[config.mk]
export PLATFORM = sky130hd
export DESIGN_NAME = host_irq_collector
export DESIGN_NICKNAME = d
export VERILOG_FILES = /design/src/rtl/host_irq_collector.sv
export SDC_FILE = /design/constraint.sdc
export NUM_CORES = 1
export LEC_CHECK = 0
export ABC_AREA = 1
export BUFFER_PORTS_ARGS = -buffer_cell sky130_fd_sc_hd__buf_2
export CORE_MARGIN = 1
export CORE_UTILIZATION = 40
export CTS_BUF_LIST = sky130_fd_sc_hd__clkbuf_16
export CTS_CLUSTER_DIAMETER = 150
export DETAILED_ROUTE_END_ITERATION = 6
export PLACE_DENSITY = 0.78
export RECOVER_POWER = 50
export SYNTH_ARGS = -nofsm -noshare
export SYNTH_HDL_FRONTEND = slang
export SYNTH_SLANG_ARGS = --single-unit
[constraint.sdc]
create_clock -name clk -period 0.9 [get_ports clk]
set_input_delay 0.18 -clock clk [delete_from_list [all_inputs] [get_ports clk]]
set_output_delay 0.18 -clock clk [all_outputs]
set_load 0.02 [all_outputs]
[src/rtl/host_irq_collector.sv]
module host_irq_collector #(
  parameter int GPIO_PINS = 8
) (
  input  logic                 clk,
  input  logic                 rst_n,
  input  logic                 src_tgt_abort,
  input  logic                 src_mst_abort,
  input  logic                 src_codec_wake,
  input  logic [1:0]           src_mbox_out,
  input  logic [1:0]           src_mbox_in,
  input  logic [GPIO_PINS-1:0] gpio_evt,
  input  logic [GPIO_PINS-1:0] gpio_clr,
  output logic [GPIO_PINS-1:0] gpio_status,
  input  logic                 reg_wr,
  input  logic [15:0]          reg_wdata,
  output logic [15:0]          reg_rdata,
  output logic                 irq_n
);
  localparam int          LVL_BIT   = 11;
  localparam logic [15:0] EDGE_MASK = 16'h71E0;

  logic [15:0]          src_vec, src_q, clr_vec, sts_q, sts_d;
  logic [GPIO_PINS-1:0] gpio_d;
  logic                 lvl_d;

  assign src_vec = {1'b0, src_tgt_abort, src_mst_abort, src_codec_wake, 3'b000,
                    src_mbox_out[1], src_mbox_out[0], src_mbox_in[1], src_mbox_in[0], 5'b00000};
  assign clr_vec = reg_wr ? reg_wdata : 16'h0000;
  assign gpio_d  = gpio_evt | (gpio_status & ~gpio_clr);
  assign lvl_d   = clr_vec[LVL_BIT] ? 1'b0 : (sts_q[LVL_BIT] | (|gpio_status));

  always_comb begin
    sts_d          = EDGE_MASK & ((src_vec & ~src_q) | (sts_q & ~clr_vec));
    sts_d[LVL_BIT] = lvl_d;
  end

  always_ff @(posedge clk) begin
    if (!rst_n) begin
      src_q       <= '0;
      sts_q       <= '0;
      gpio_status <= '0;
      irq_n       <= 1'b1;
    end else begin
      src_q       <= src_vec;
      sts_q       <= sts_d;
      gpio_status <= gpio_d;
      irq_n       <= ~(|sts_d);
    end
  end

  assign reg_rdata = sts_q;
endmodule

== Word level (Yosys, flattened, before mapping) ==
Index checks and enable logic that the tools add are counted.

* Word-level logic and storage cells: 18
* Output and inout port bits: 25
* Register bits after elaboration: 24
* Input port bits: 42

* Bitwise logic cells: 10
* Reductions and logical operators: 2
* Multiplexer cells: 2

{| class="wikitable"
|+ Operators with widths
! operator !! number
|-
| $and 15x15->15 || 2
|-
| $not 15->15 || 2
|-
| $reduce_or 8->1 || 2
|-
| $mux 15 || 1
|-
| $or 15x15->15 || 1
|-
| $and 8x8->8 || 1
|-
| $not 8->8 || 1
|-
| $or 8x8->8 || 1
|-
| $mux 1 || 1
|-
| $not 1->1 || 1
|-
| $or 1x1->1 || 1
|}

== Depth between registers and ports, before layout ==
Gate-level depths: netlist (run 1).

* Word-level depth: 6
* Gate-level depth with buffers: 9
* Depth with buffers taken out: 8

== Worst setup path before layout (run 1) ==
No wires, ideal clock.

* Kind: register to register
* From: register gpio_status[4]
* To: register irq_n
* Arrival time: 0.875 ns
* Slack: -0.033 ns
* Buffers on the path: 0
* Stages on the path, launching flop included: 6
* Data required time: 0.842 ns
* Clock period less this slack: 0.933 ns
* Setup time: 0.058 ns
* Cells stage by stage: dfxtp_1 > nor2_1 > nand3_1 > o21ai_0 > nand3_1 > nand2_1

* Cells in the longest elaborated chain, start to end: 5

{| class="wikitable"
|+ Ends and longest elaborated chain
! what !! line !! source
|-
| start: declaration || 13 || <nowiki>output logic [GPIO_PINS-1:0] gpio_status,</nowiki>
|-
| start signal: assignment || 46 || <nowiki>gpio_status <= gpio_d;</nowiki>
|-
| $reduce_or 8->1 || 30 || <nowiki>assign lvl_d = clr_vec[LVL_BIT] ? 1'b0 : (sts_q[LVL_BIT] | (|gpio_status));</nowiki>
|-
| $or 1x1->1 || 30 ||
|-
| $mux 1 || 30 ||
|-
| $reduce_or 8->1 || 47 || <nowiki>irq_n <= ~(|sts_d);</nowiki>
|-
| $not 1->1 || 47 ||
|-
| end signal: assignment || 47 ||
|-
| end: declaration || 17 || <nowiki>output logic irq_n</nowiki>
|}

No other way between the ends.
A chain may end at the register's enable or synchronous reset.

== Worst setup path after layout (run 1) ==
* From: register gpio_status[6]
* To: output port gpio_status[6]

No word-level cell between the ends.

==> run metrics, run 1 <==
status=finished with violations; failing checks=negative setup slack; routed length on met3=125 µm; synthesis-to-layout area growth=53.1%; post-route ant nets=0; Setup crit end kind=output pin; Layout Skew=around 0.00074 ns; gpl congestion=0.676; CTS clk-pin slew, worst paths=0.06 ns; Avg Cell Area, Syn=6.92 µm²; multi-input logic area=around 330 µm²; Critical-path top delay cell=dfxtp_2; min-delay src=src_mbox_out[1]; Leak=0.870 nW; Post-CTS Setup Repair Bufs=0; hold buffers post-CTS=0; hold depth=3; Final Hold Viols=0; htree depth=1; minimum hold slack=0.120 ns; IO Port Bufs=50; Final HPWL DP=1430 µm; CP startpoint=gpio_status[6]; Clk Latency, worst-skew pair=between 0.2 and 0.3 ns; die span in y=51.4 µm; Worst EP required=0.72 ns; overall routing resource usage=15.6%; RSZ-0062 raised after global routing=true; starting density of the core=between 40 and 50%; Post-Place Cells=~230; Critical Path Fanout Max=2; number of max-cap violations=0; total gr overflow=0; WP data arrival=0.80 ns; I/O Pins=67; sequential share of the synthesized area=about half; pwr/cell area=between 1500 and 2000 nW/µm²; Wirelength per Cell=8.28 µm; Total Wirelength=1900 µm; reg2reg end=irq_n; R2R Path Start=gpio_status[0]; DRT Pass-1 Iters=3; fill count=between 200 and 250; fin worst setup slack=-0.0767 ns; Routed met1 length=810 µm; Hold Path End=src_q[8]; Final Max Tran Viols=0; CTS buffer count=3; FP Rows=17; Crit Path Class=reg -> out; via count=942; post-route minimum period=about 1 ns; crit path launch type=flop; final core occ=approximately 66%; commonest non-fill, non-tap cell in the layout=nand2_1; peak supply drop=1.30 mV; CTS root buffer=clkbuf_16; fraction of layout cells with a size suffix above 1=40.3%; r2r setup slk=0.03 ns; DRC errors left=0; Synth Register Bits=24; CTS tree=yes; Ant. Diodes=0; DIE AREA=~2600 µm²; cell area after synthesis=around 1000 µm²; most frequent cells in the layout=nand2_1, buf_2, inv_1, nor2_1, buf_6; final setup vio count=5; fin crit share=109%; Vias/cell=4.11; CP dominant cell by count=buf_6; Top Layer Used=met4; CTS Sinks=24; Die Wd=51.4 µm; final cell count without fillers=229; Syn. warnings=0; Post-Synthesis Cells=141; Netlist cell types=11; 1st-iter DRT viols=12; nets=244; vias in the first global route=850; Worst Hold Class=in -> reg; largest net degree at the start of global routing=14; Achievable Freq=approximately 1.0 GHz; Max Root-Sink Buffers=2; Register Area=498 µm²; initial antenna violation count=0; Core Box Area=2250 µm²; first-pass GRT wire length=3150 µm; Reg2Reg Depth=5; crit path cell chain=buf_6 -> buf_6; met2 WL=about 950 µm; Critical Path Max Stage Delay=0.32 ns
-- layout make-up --
type,count,share of cell area [%]
timing repair buffer,60,29.1
multi-input combinational,83,22.4
clock inverter,1,0.251
tap,28,2.35
clock buffer,3,5.03
sequential,24,33.3
inverter,30,7.54
-- cell usage after synthesis --
| library cell | count | area [µm²] |
|---|---|---|
| o21ai_0 | 1 | 5.00 |
| a21oi_1 | 8 | 40.0 |
| buf_2 | 1 | 5.00 |
| nand2_1 | 41 | 154 |
| buf_4 | 9 | 67.6 |
| nor2_1 | 23 | 86.3 |
| dfxtp_1 | 24 | 480 |
| inv_1 | 30 | 113 |
| conb_1 | 1 | 3.75 |
| buf_6 | 1 | 11.3 |
| nand3_1 | 2 | 10.0 |
-- worst max path at each step --
| stage | end | slack, ns | cells after the start |
|---|---|---|---|
| CTS | gpio_status[6] | -0.08 | 2 |
| detailed placement | irq_n | -0.03 | 9 |
| global placement | irq_n | -0.03 | 9 |
| floorplan | irq_n | 0.02 | 5 |
| finish | gpio_status[6] | -0.08 | 2 |
| global route | gpio_status[6] | -0.10 | 2 |
-- registers in the layout, indices dropped and copies added, names as in the netlist --
name / count
gpio_status: 8
irq_n: 1
reg_rdata: 8
src_q: 7
-- cell families after synthesis --
family                 count (synthesis)  share of synthesized area, %
flip-flops                            24                          49.2
AND/OR/NAND/NOR                       66                          25.6
other                                  1                         0.384
AO/OA/AOI/OAI                          9                          4.62
buffers and inverters                 41                          20.1
-- where the power goes --
part	switching, mW	internal (mW)
Combinational	0.253	0.246
Sequential	0.0435	1.14
Clock	0.328	0.591
Total	0.625	1.98
-- metal layers --
layer  vias to the layer above  track usage (%)
met5                         -                0
met4                         0             5.41
met3                         2             2.98
met2                        43             29.2
met1                       391             17.1
li1                        506                -
-- critical path, delay by kind of cell, from the launching register on --
family / cells / cell delay (ns)
buf+inv: 2 / 0.23
flops: 1 / 0.32
-- what timing repair did --
action                     4_1_cts  5_1_grt
setup endpoints to repair       17       14
resized for setup               47       11
pin swaps                        0        4
-- per-stage QoR --
| step | setup slack [ns] | instance area (µm²) | setup TNS [ns] | total power, mW |
|---|---|---|---|---|
| final | -0.0767 | 1490 | -0.231 | 2.60 |
| after global placement | -0.0299 | 1280 | -0.0299 | 1.61 |
| after CTS | -0.0801 | 1480 | -0.157 | 2.62 |
| after detailed placement | -0.0274 | 1280 | -0.0274 | 1.61 |
| after floorplan | 0.0151 | 1000 | 0 | 1.45 |
| after global routing | -0.102 | 1490 | -0.512 | 2.75 |
No activity file was read; power rests on OpenSTA's default activity.
==> inputs of run 2 (changes only) <==
- BUFFER_PORTS_ARGS: -buffer_cell sky130_fd_sc_hd__buf_2 -> -buffer_cell sky130_fd_sc_hd__buf_4
- MAX_ROUTING_LAYER: unset -> met4
- TNS_END_PERCENT: unset -> 5
==> run 2 against run 1 <==
The run still ends with negative setup slack left. Combinational power is 2% higher. Die area unchanged. Non-clock buffer count shrank 6.
==> run metrics, run 2 (synthesized netlist as in run 1, its figures left out) <==
CTS clk-pin slew, worst paths=0.06 ns (about the same); Max Root-Sink Buffers=2 (unchanged); I/O Pins=67 (unchanged); 1st-iter DRT viols=6 (-6); CP startpoint=gpio_status[6]; post-route ant nets=0 (unchanged); CTS root buffer=clkbuf_16; fill count=203 (-6.0%); DIE AREA=2640 µm² (unchanged); FP Rows=17 (unchanged); Achievable Freq=1.01 GHz (-0.88%); pwr/cell area=1710 nW/µm² (-2.0%); initial antenna violation count=0 (unchanged); htree depth=1 (unchanged); via count=958 (+1.7%); number of max-cap violations=0 (unchanged); r2r setup slk=-0.05 ns (-0.08 ns); fin crit share=109% (+0.97 points); pre-CTS setup slack=0.0223 ns (+0.0496 ns); WP buf/inv=2 (unchanged); vias in the first global route=902 (+6.1%); IO Port Bufs=50 (unchanged); Worst Hold Class=in -> reg; failing checks=negative setup slack; largest net degree at the start of global routing=14 (unchanged); first-pass GRT wire length=3550 µm (+13%); commonest non-fill, non-tap cell in the layout=nand2_1; multi-input logic area=334 µm² (unchanged); Final HPWL DP=1510 µm (+5.7%); Post-CTS Setup Repair Bufs=0 (unchanged); gpl congestion=0.709 (+4.9%); status=finished with violations; R2R Path Start=gpio_status[1]; Vias/cell=4.30 (+4.4%); crit path cell chain=buf_6 -> buf_6; Register Area=500 µm² (+0.50%); final setup vio count=7 (+2); RSZ-0062 raised after global routing=true; Leak=0.875 nW (+0.64%); Total Wirelength=2020 µm (+6.4%); die span in y=51.4 µm (unchanged); Critical Path Fanout Max=2 (unchanged); fin worst setup slack=-0.0854 ns (-0.00870 ns); Die Wd=51.4 µm (unchanged); Core Box Area=2250 µm² (unchanged); Reg2Reg Depth=5 (unchanged); overall routing resource usage=18.8% (+3.2 points); reg2reg end=irq_n; Ant. Diodes=0 (unchanged); nets=238 (-2.5%); starting density of the core=43.3% (unchanged); CP delay by family, top=flip-flops; hold buffers post-CTS=0 (unchanged); DRC errors left=0 (unchanged); synthesis-to-layout area growth=57.2%; CTS buffer count=3 (unchanged); Wirelength per Cell=9.04 µm (+9.2%); Critical Path Max Stage Delay=0.32 ns (about the same); Clk Latency, worst-skew pair=0.25 ns (about the same); DRT Pass-1 Iters=4 (+1); most frequent cells in the layout=nand2_1, buf_4, inv_1, nor2_1, buf_6; Critical-path top delay cell=dfxtp_2; Layout Skew=0.000629 ns (-0.000110 ns); crit path launch type=flop; Worst EP required=0.72 ns (about the same); Final Hold Viols=0 (unchanged); CTS Sinks=24 (unchanged); Final Max Tran Viols=0 (unchanged); peak supply drop=1.23 mV (-5.2%); CP dominant cell by count=buf_6; Overall Power=2.62 mW (+0.66%); fraction of layout cells with a size suffix above 1=37.9% (-2.3 points); number of cells on the critical path=2 (unchanged); total gr overflow=0 (unchanged); WP data arrival=0.81 ns (about the same); Setup crit end kind=output pin; post-route minimum period=0.985 ns (+0.00870 ns); CTS tree=yes; Crit Path Class=reg -> out; critical path endpoint=gpio_status[6]
==> run 2: cell types whose count changed in the layout (fill, tap and decap cells not counted), sizes merged <==
cell | previous run | this run
buf | 59 | 54
clkbuf | 4 | 3
==> run 2: metrics by stage <==
| stage | hold WS (ns) | cells | TNS [ns] | area, µm² | utilization, % |
|---|---|---|---|---|---|
| 3_3_place_gp | 0.368 | 219 | 0 | 1360 | 60.3 |
| 2_1_floorplan | 0.273 | 148 | 0 | 1000 | - |
| 4_1_cts | 0.113 | 223 | -0.193 | 1520 | 67.6 |
| 3_5_place_dp | 0.374 | 219 | 0 | 1360 | 60.3 |
| 6_report | 0.115 | 223 | -0.304 | 1530 | 68.0 |
| 5_1_grt | 0.116 | 223 | -0.709 | 1530 | 68.0 |
==> run 2: cell type report <==
| type | instances | area share, % |
|---|---|---|
| clock buffers | 3 | 4.89 |
| multi-input cells | 83 | 21.8 |
| repair buffers | 54 | 30.8 |
| inverters | 30 | 7.34 |
| well taps | 28 | 2.28 |
| flip-flops and latches | 24 | 32.6 |
| clock inverters | 1 | 0.245 |
==> run 2: repair_timing <==
item | in CTS | in global routing
setup endpoints to repair | 16 | 15
gates resized for setup | 33 | 5
pin swaps | 0 | 3
==> run 2: per-layer routing <==
metal / vias up / GRT usage [%] / routed length (µm)
met2: 48 / 32.9 / 1050
li1: 494 / - / -
met4: 0 / 8.11 / 27
met1: 412 / 19.3 / 781
met3: 4 / 5.36 / 158
met5: - / - / 0
==> run 2: power breakdown <==
group | leakage, nW | switching [mW] | internal (mW)
Clock | 0.0385 | 0.336 | 0.592
Sequential | 0.204 | 0.0459 | 1.14
Combinational | 0.633 | 0.246 | 0.261
==> run 2: how the worst min path moves through the flow <==
stage / cells after the start / startpoint / to
global placement: 3 / src_mbox_out[1] / src_q[8]
global route: 3 / src_mst_abort / src_q[13]
finish: 3 / src_mst_abort / src_q[13]
CTS: 3 / src_mst_abort / src_q[13]
detailed placement: 3 / src_mst_abort / src_q[13]
floorplan: 2 / src_codec_wake / src_q[12]
==> run 2: tightest hold or removal path, cell delays in order <==
cell and delay [ns]:
buf_4 0.08, nand2_1 0.04, inv_1 0.04
